`src/rtl/qac_pkg.sv`:
```
package qac_pkg;

    // Deepest fault queue supported and the count width it needs.
    parameter int unsigned QAC_QMAX  = 4;
    parameter int unsigned QAC_CNT_W = $clog2(QAC_QMAX + 1);

    typedef enum logic [1:0] {
        QSEL_ONE  = 2'b00,
        QSEL_TWO  = 2'b01,
        QSEL_FOUR = 2'b10,
        QSEL_OFF  = 2'b11
    } qsel_e;

    // Number of consecutive violations that raise the alert.
    function automatic logic [QAC_CNT_W-1:0] qac_need(input logic [1:0] sel);
        logic [QAC_CNT_W-1:0] n;
        case (qsel_e'(sel))
            QSEL_ONE:  n = QAC_CNT_W'(1);
            QSEL_TWO:  n = QAC_CNT_W'(2);
            QSEL_FOUR: n = QAC_CNT_W'(4);
            default:   n = QAC_CNT_W'(QAC_QMAX);
        endcase
        return n;
    endfunction

endpackage

```
`src/rtl/qac_classify.sv`:
```
module qac_classify #(
    parameter int unsigned DATA_W = 12
) (
    input  logic [DATA_W-1:0] res_data,
    input  logic [DATA_W-1:0] thr_hi,
    input  logic [DATA_W-1:0] thr_lo,
    input  logic              win_mode,
    output logic              viol,
    output logic              release_ok
);
    logic over;
    logic under;

    always_comb begin
        over  = $signed(res_data) > $signed(thr_hi);
        under = $signed(res_data) < $signed(thr_lo);
        if (win_mode) begin
            viol       = over | under;
            release_ok = ~(over | under);
        end else begin
            viol       = over;
            release_ok = under;
        end
    end
endmodule

```
`src/rtl/qac_fault_queue.sv`:
```
module qac_fault_queue #(
    parameter int unsigned CNT_W = 3
) (
    input  logic             clk,
    input  logic             rst_n,
    input  logic             clear,
    input  logic             valid,
    input  logic             viol,
    input  logic [CNT_W-1:0] need,
    output logic             hit,
    output logic [CNT_W-1:0] cnt
);
    typedef struct packed {
        logic [CNT_W-1:0] cnt;
    } fq_state_t;

    fq_state_t    st_d, st_q;
    logic [CNT_W:0] cnt_inc;

    always_comb begin
        st_d    = st_q;
        hit     = 1'b0;
        cnt_inc = {1'b0, st_q.cnt} + (CNT_W+1)'(1);
        if (clear) begin
            st_d.cnt = '0;
        end else if (valid) begin
            if (viol) begin
                if (cnt_inc >= {1'b0, need}) begin
                    hit      = 1'b1;
                    st_d.cnt = need;
                end else begin
                    st_d.cnt = cnt_inc[CNT_W-1:0];
                end
            end else begin
                st_d.cnt = '0;
            end
        end
    end

    always_ff @(posedge clk) begin
        if (!rst_n) st_q <= '0;
        else        st_q <= st_d;
    end

    assign cnt = st_q.cnt;
endmodule

```
`src/rtl/qac_alert_state.sv`:
```
module qac_alert_state (
    input  logic clk,
    input  logic rst_n,
    input  logic clear,
    input  logic hit,
    input  logic valid,
    input  logic release_ok,
    input  logic latch_en,
    input  logic host_clr,
    output logic active
);
    typedef struct packed {
        logic active;
    } al_state_t;

    al_state_t st_d, st_q;

    always_comb begin
        st_d = st_q;
        if (clear) begin
            st_d.active = 1'b0;
        end else if (hit) begin
            st_d.active = 1'b1;
        end else if (latch_en) begin
            if (host_clr) st_d.active = 1'b0;
        end else if (valid && release_ok) begin
            st_d.active = 1'b0;
        end
    end

    always_ff @(posedge clk) begin
        if (!rst_n) st_q <= '0;
        else        st_q <= st_d;
    end

    assign active = st_q.active;
endmodule

```
`src/rtl/qac_top.sv`:
```
module qac_top
    import qac_pkg::*;
#(
    parameter int unsigned DATA_W = 12
) (
    input  logic              clk,
    input  logic              rst_n,
    input  logic              res_valid,
    input  logic [DATA_W-1:0] res_data,
    input  logic [DATA_W-1:0] thr_hi,
    input  logic [DATA_W-1:0] thr_lo,
    input  logic              win_mode,
    input  logic              pol_high,
    input  logic              latch_en,
    input  logic [1:0]        queue_sel,
    input  logic              data_read,
    input  logic              alert_ack,
    output logic              alert_out,
    output logic              alert_oe
);
    localparam int unsigned CNT_W = QAC_CNT_W;

    typedef struct packed {
        logic [1:0] qsel;
    } top_state_t;

    top_state_t       ts_d, ts_q;
    logic             flush;
    logic             off;
    logic             clear_all;
    logic             valid_eff;
    logic             viol;
    logic             release_ok;
    logic             hit;
    logic             active;
    logic [CNT_W-1:0] cnt;
    logic [CNT_W-1:0] need;

    always_comb begin
        ts_d      = ts_q;
        ts_d.qsel = queue_sel;
        off       = (qsel_e'(queue_sel) == QSEL_OFF);
        flush     = (queue_sel != ts_q.qsel);
        clear_all = flush | off;
        valid_eff = res_valid & ~clear_all;
        need      = qac_need(queue_sel);
    end

    always_ff @(posedge clk) begin
        if (!rst_n) ts_q <= '{qsel: QSEL_OFF};
        else        ts_q <= ts_d;
    end

    qac_classify #(.DATA_W(DATA_W)) u_cls (
        .res_data   (res_data),
        .thr_hi     (thr_hi),
        .thr_lo     (thr_lo),
        .win_mode   (win_mode),
        .viol       (viol),
        .release_ok (release_ok)
    );

    qac_fault_queue #(.CNT_W(CNT_W)) u_fq (
        .clk   (clk),
        .rst_n (rst_n),
        .clear (clear_all),
        .valid (valid_eff),
        .viol  (viol),
        .need  (need),
        .hit   (hit),
        .cnt   (cnt)
    );

    qac_alert_state u_al (
        .clk        (clk),
        .rst_n      (rst_n),
        .clear      (clear_all),
        .hit        (hit),
        .valid      (valid_eff),
        .release_ok (release_ok),
        .latch_en   (latch_en),
        .host_clr   (data_read | alert_ack),
        .active     (active)
    );

    always_comb begin
        alert_oe  = ~off;
        alert_out = (active & ~off) ^ ~pol_high;
    end
endmodule

```
`config.mk`:
```
export PLATFORM = sky130hd
export DESIGN_NAME = qac_top
export DESIGN_NICKNAME = d
export VERILOG_FILES = /design/src/rtl/qac_pkg.sv /design/src/rtl/qac_classify.sv /design/src/rtl/qac_fault_queue.sv /design/src/rtl/qac_alert_state.sv /design/src/rtl/qac_top.sv
export SDC_FILE = /design/constraint.sdc
export NUM_CORES = 1
export LEC_CHECK = 0
export ABC_AREA = 1
export ABC_CLOCK_PERIOD_IN_PS = 3350
export BUFFER_PORTS_ARGS = -buffer_cell sky130_fd_sc_hd__buf_2
export CAP_MARGIN = 15
export CORE_UTILIZATION = 53
export DETAILED_ROUTE_END_ITERATION = 10
export GPL_TIMING_DRIVEN = 0
export PLACE_DENSITY = 0.87
export SLEW_MARGIN = 20
export SYNTH_ARGS = -nofsm -noshare
export SYNTH_HDL_FRONTEND = slang
export SYNTH_HIERARCHICAL = 1
export SYNTH_SLANG_ARGS = --single-unit
```
`constraint.sdc`:
```
create_clock -name clk -period 3.35 [get_ports clk]
set_input_delay 0.67 -clock clk [delete_from_list [all_inputs] [get_ports clk]]
set_output_delay 0.67 -clock clk [all_outputs]
set_load 0.01 [all_outputs]
```
# ---- After elaboration in Yosys (flattened, before gate mapping)
# Index checks and enable logic that the tools add are counted.
dict set report totals {
  ff_bits 6
  out_inout_bits 2
  wordCells 40
}
dict set report op_classes {
  add_sub_neg 1
  order_cmp 3
  n_eq_ne 4
  n_mux 13
  bitwise_logic 11
  reduce_logical 5
}
# cell count
set op_table {}
lappend op_table {{$gt A12 B12 Y1} 1}
lappend op_table {{$lt A12 B12 Y1} 1}
lappend op_table {{$mux W1} 10}
lappend op_table {{$mux W3} 2}
lappend op_table {{$pmux W3 S2} 1}
lappend op_table {{$not A1 Y1} 5}
lappend op_table {{$add A3 B1 Y4 const B} 1}
lappend op_table {{$ge A4 B3 Y1} 1}
lappend op_table {{$ne A3 B1 Y1 const B} 1}
lappend op_table {{$or A1 B1 Y1} 3}
lappend op_table {{$reduce_bool A3 Y1} 1}
lappend op_table {{$and A1 B1 Y1} 2}
lappend op_table {{$eq A2 B1 Y1 const B} 1}
lappend op_table {{$eq A2 B2 Y1 const B} 1}
lappend op_table {{$logic_not A2 Y1} 1}
lappend op_table {{$ne A2 B2 Y1} 1}
lappend op_table {{$reduce_and A2 Y1} 1}
lappend op_table {{$reduce_or A2 Y1} 1}
lappend op_table {{$logic_and A1 B1 Y1} 1}
lappend op_table {{$xor A1 B1 Y1} 1}

# ---- Longest topological paths before layout
dict set report depth {
  ltp_word 9
  mapped_depth 18
}

# ---- Hierarchy
# The synthesis kept the hierarchy.
# mod n_inst cells_each area_per_inst_um2
set modules_own_cells {}
lappend modules_own_cells {qac_classify 1 127 715.7}
lappend modules_own_cells {qac_fault_queue 1 46 294.0}
lappend modules_own_cells {qac_top 1 21 132.6}
lappend modules_own_cells {qac_alert_state 1 10 65.1}

# ---- Worst setup path after synthesis
# OpenSTA, ideal clock, no wires.
dict set report synth_timing {
  kind {input to register}
  start {in thr_lo[11]}
  end {reg u_al.st_q, in the netlist u_al/active}
  setup_ns 0.066
  t_arrival_ns 2.027
  required_ns 3.284
  slack_ns 1.258
  path_stages 17
  path_buffers 0
  cell_sequence {inv_1 > ha_1 > nand2_1 > inv_1 > nand2_1 > nand2_1 > a21oi_1 > nand2_1 > nand2_1 > nand2_1 > o21ai_1 > nand2_1 > clkinv_2 > nand2_1 > nor2_1 > inv_1 > a21oi_2}
}
dict set report synth_between {
  elab_chain_cells 8
}
# item line
set synth_lines {}
lappend synth_lines {{from (decl)} qac_top.sv:11} ;# input logic [DATA_W-1:0] thr_lo,
lappend synth_lines {{$lt A12 B12 Y1 *} qac_classify.sv:16} ;# under = $signed(res_data) < $signed(thr_lo);
lappend synth_lines {{$or A1 B1 Y1 *} qac_classify.sv:18} ;# viol = over | under;
lappend synth_lines {{$mux W1 *} qac_classify.sv:17} ;# if (win_mode) begin
lappend synth_lines {{net viol} qac_top.sv:32} ;# logic viol;
lappend synth_lines {{$mux W1 *} qac_fault_queue.sv:27} ;# if (viol) begin
lappend synth_lines {{$mux W1 *} qac_fault_queue.sv:26} ;# end else if (valid) begin
lappend synth_lines {{$mux W1 *} qac_fault_queue.sv:24} ;# if (clear) begin
lappend synth_lines {{net hit} qac_top.sv:34} ;# logic hit;
lappend synth_lines {{$ne A3 B1 Y1 (no source line) / $reduce_bool A3 Y1 (equally long branches)} --}
lappend synth_lines {{$reduce_and A2 Y1 (no source line)} --}
lappend synth_lines {{to (signal assigned)} qac_alert_state.sv:33} ;# else st_q <= st_d;
lappend synth_lines {{to (decl)} qac_alert_state.sv:16} ;# al_state_t st_d, st_q;
# Mark *: on every way through the listed nets, which the timed path passes. The rest lies on a longest branch.
# A chain may end at the register's enable or synchronous reset.

# ---- Worst setup path in the final report
dict set report layout_timing {
  start {in res_data[11]}
  end {reg u_al.st_q, in the netlist u_al/active}
}
dict set report layout_between {
  elab_chain_cells 8
}
# item line
set layout_lines {}
lappend layout_lines {{from (decl)} qac_top.sv:9} ;# input logic [DATA_W-1:0] res_data,
lappend layout_lines {{$gt A12 B12 Y1 / $lt A12 B12 Y1 (equally long branches)} {qac_classify.sv:15, qac_classify.sv:16}}
lappend layout_lines {{$or A1 B1 Y1} qac_classify.sv:18}
lappend layout_lines {{$mux W1 *} qac_classify.sv:17}
lappend layout_lines {{net viol} qac_top.sv:32}
lappend layout_lines {{$mux W1 *} qac_fault_queue.sv:27}
lappend layout_lines {{$mux W1 *} qac_fault_queue.sv:26}
lappend layout_lines {{$mux W1 *} qac_fault_queue.sv:24}
lappend layout_lines {{net hit} qac_top.sv:34}
lappend layout_lines {{$ne A3 B1 Y1 (no source line) / $reduce_bool A3 Y1 (equally long branches)} --}
lappend layout_lines {{$reduce_and A2 Y1 (no source line)} --}
# Marks and branches as above.

==> out/qor.yml <==
power:
  internal-power_uw: 175.1
  pwr-share-comb_pct: 48.6
  clockPowerShare_pct: 24.6
  power_density_mw_per_mm2: 183.4
  switching_share_pct: 36.31
  power_switching_uw: 99.84
  p_leak_nw: 0.9982
  sequentialPowerShare_pct: 26.8
  peakVddDrop_v: 0.0001445
detailed_routing:
  final_antenna_net_count: 0
  drt_wl_total_mm: 2.252
  drt_first_iter_violations: 13
  wl_per_cell_um: 8.014
  via_count: 1253
  post_drt_via_cell_ratio: 4.459
  drc: 0
  first_pass_iters: 4
die:
  die_height_um: 49.73
  core_area_sq_mm: 0.002042
  io_pins: 48
  die_w_um: 49.73
  initial_utilization_pct: 59.13
  rows: 16
  die_area_sq_mm: 0.002473
place:
  gp_congestion: 0.7829
  io_buffers: 47
  place_area_sq_mm: 0.001476
  hpwl_mm: 2.042
global_route:
  grt_pass1_vias: 1094
  grt_max_degree: 7
  gr-usage-all-layers_pct: 20.63
  antenna_found_initial: 0
  grt_pass1_wl_mm: 4.071
  overflow: 0
yosys:
  syn_area_per_cell_sq_um: 5.919
  netlist_instances: 204
  yosysSeqAreaShare_pct: 9.948
  synth_top_cells_by_area: "ha_1 28%, nand2_1 18%, inv_1 17%, dfxtp_1 9.9%, nand3_1 5.8%"
  synth_top_area_share_pct: 27.98
  ys_seq_elements: 6
  yosys_warnings: 6
  synth_area_leader_cell: "ha_1"
  syn_nets: 277
  synth.cell_area_sq_mm: 0.001207
  yosysUniqueCellTypes: 22
clock_tree:
  cts_sinks: 6
  ctsResizeCount: 0
  insertion_delay_ns: 0.24
  clk_path_buf_depth: 2
  cts_root_buf: "clkbuf_4"
  cts_hold_buf: 0
  cts_buffers: 3
  post_cts_buffers: 0
  cts_tree: "yes"
  htreeDepth: 1
  cts.clk_slew.worst_paths_ns: 0.05
sta:
  rsz0062_at_grt: "no"
  fin_setup_tns_ns: 0
  worst_pin_slew_ns: 0.1843
  relSlewSlack_pct: 87.63
  period_minus_slack_ns: 2.088
  hold_viol_final: 0
  finalSetupViolCount: 0
  max_freq_ghz: 0.4789
  report.final.slew_viol_count: 0
  period_share_pct: 62.33
  fin_skew_ns: 0.002191
setup_path:
  crit_type: "primary input to flop"
  cp-start-kind: "primary input"
  crit_path_end_kind: "flop"
  cp_max_fo: 4
  worstPathArrival_ns: 2.27
  reg2reg_depth: 10
  worst_ep_required_time_ns: 3.53
finish:
  drive_above_1_share_pct: 27.17
  final_common_cell: "nand2_1"
  mostFrequentLayoutCells: "59 x nand2_1, 56 x inv_1, 47 x buf_2"
  diodes: 0
  fill_cells: 208
  syn_to_final_growth_pct: 24.15
  num-nets-final: 329
  design_area_sq_mm: 0.001499
  fin_util_pct: 73.41
flow_run:
  cap_viol_max_count: 0
run_status:
  status: "completed"
worst_hold_path:
  hold_depth: 2
  hold_class: "flop to flop"
[cell usage after synthesis (all sizes together)]
library cell	instances
nand2	64
inv	61
ha	27
nand3	15
a21oi	11
nor2	8
dfxtp	6
nand4	3
xnor2	2
a21o	1
clkbuf	1
clkinv	1
clkinvlp	1
o21ai	1
or2	1
xor2	1
[kinds of logic (layout without fill, tap and decap cells)]
family,count (synthesis),count (layout),synth area share (%)
adders and majority gates,27,27,27.98
xor gates and xnor gates,3,3,2.177
buffers and inverters,64,114,20.10
AOI/OAI and AO/OA,13,13,6.217
and+or+nand+nor,91,91,33.58
DFF,6,6,9.949
[power by group through the flow]
stage / clock network (mW) / logic [mW] / registers [mW]
final: 0.0676 / 0.134 / 0.0737
after global routing: 0.0743 / 0.158 / 0.0737
after global placement: 0 / 0.130 / 0.0750
after CTS: 0.0705 / 0.135 / 0.0737
after floorplan: 0 / 0.0875 / 0.0749
after detailed placement: 0 / 0.134 / 0.0751
[worst paths after layout]
path / slack, ns / end / from
max: 1.26 / u_al/active / res_data[11]
min: 0.49 / u_fq/cnt[1] / u_fq/cnt[1]
max reg2reg: 1.70 / u_al/active / u_fq/cnt[0]
min reg2reg: 0.49 / u_fq/cnt[1] / u_fq/cnt[1]
[worst max-delay path, stage by stage]
cell	delay, ns
buf_2	0.11
ha_1	0.32
nand2_1	0.10
inv_1	0.04
nand2_1	0.06
nand2_1	0.05
a21oi_1	0.15
nand2_1	0.07
nand2_1	0.07
nand2_1	0.06
o21ai_1	0.11
nand2_1	0.08
clkinv_2	0.08
nand2_1	0.06
nor2_1	0.08
inv_1	0.05
a21oi_2	0.11
[per-layer routing]
metal  share of wire [%]  global-route usage (%)
met1                  47                   24.21
met2                  46                   36.94
met3                 7.1                   5.556
met4                   0                   4.286
met5                   0                       0
[metrics by stage]
step	total power, mW	hold WS [ns]	worst slack [ns]	std cells
floorplan	0.1624	0.4600	1.258	204
global placement	0.2051	0.4792	1.037	278
detailed placement	0.2092	0.4890	1.007	278
CTS	0.2789	0.4966	1.261	281
global route	0.3064	0.5092	1.073	281
finish	0.2750	0.4940	1.262	281
[final cells by class]
type / instances / area (sq um) / share of cell area, %
Timing Repair Buffer: 47 / 235.2 / 15.69
Tap cell: 27 / 33.78 / 2.254
Inverter: 63 / 239.0 / 15.94
Clock buffer: 3 / 22.52 / 1.503
Multi-Input combinational cell: 134 / 844.6 / 56.34
Buffer: 1 / 3.754 / 0.2504
Sequential cell: 6 / 120.1 / 8.013
[state kept, by name, indices dropped and copies added, names as in the netlist]
| register | flops |
|---|---|
| u_fq/cnt | 3 |
| ts_q | 2 |
| u_al/active | 1 |
Power figures use the tool's default switching activity.
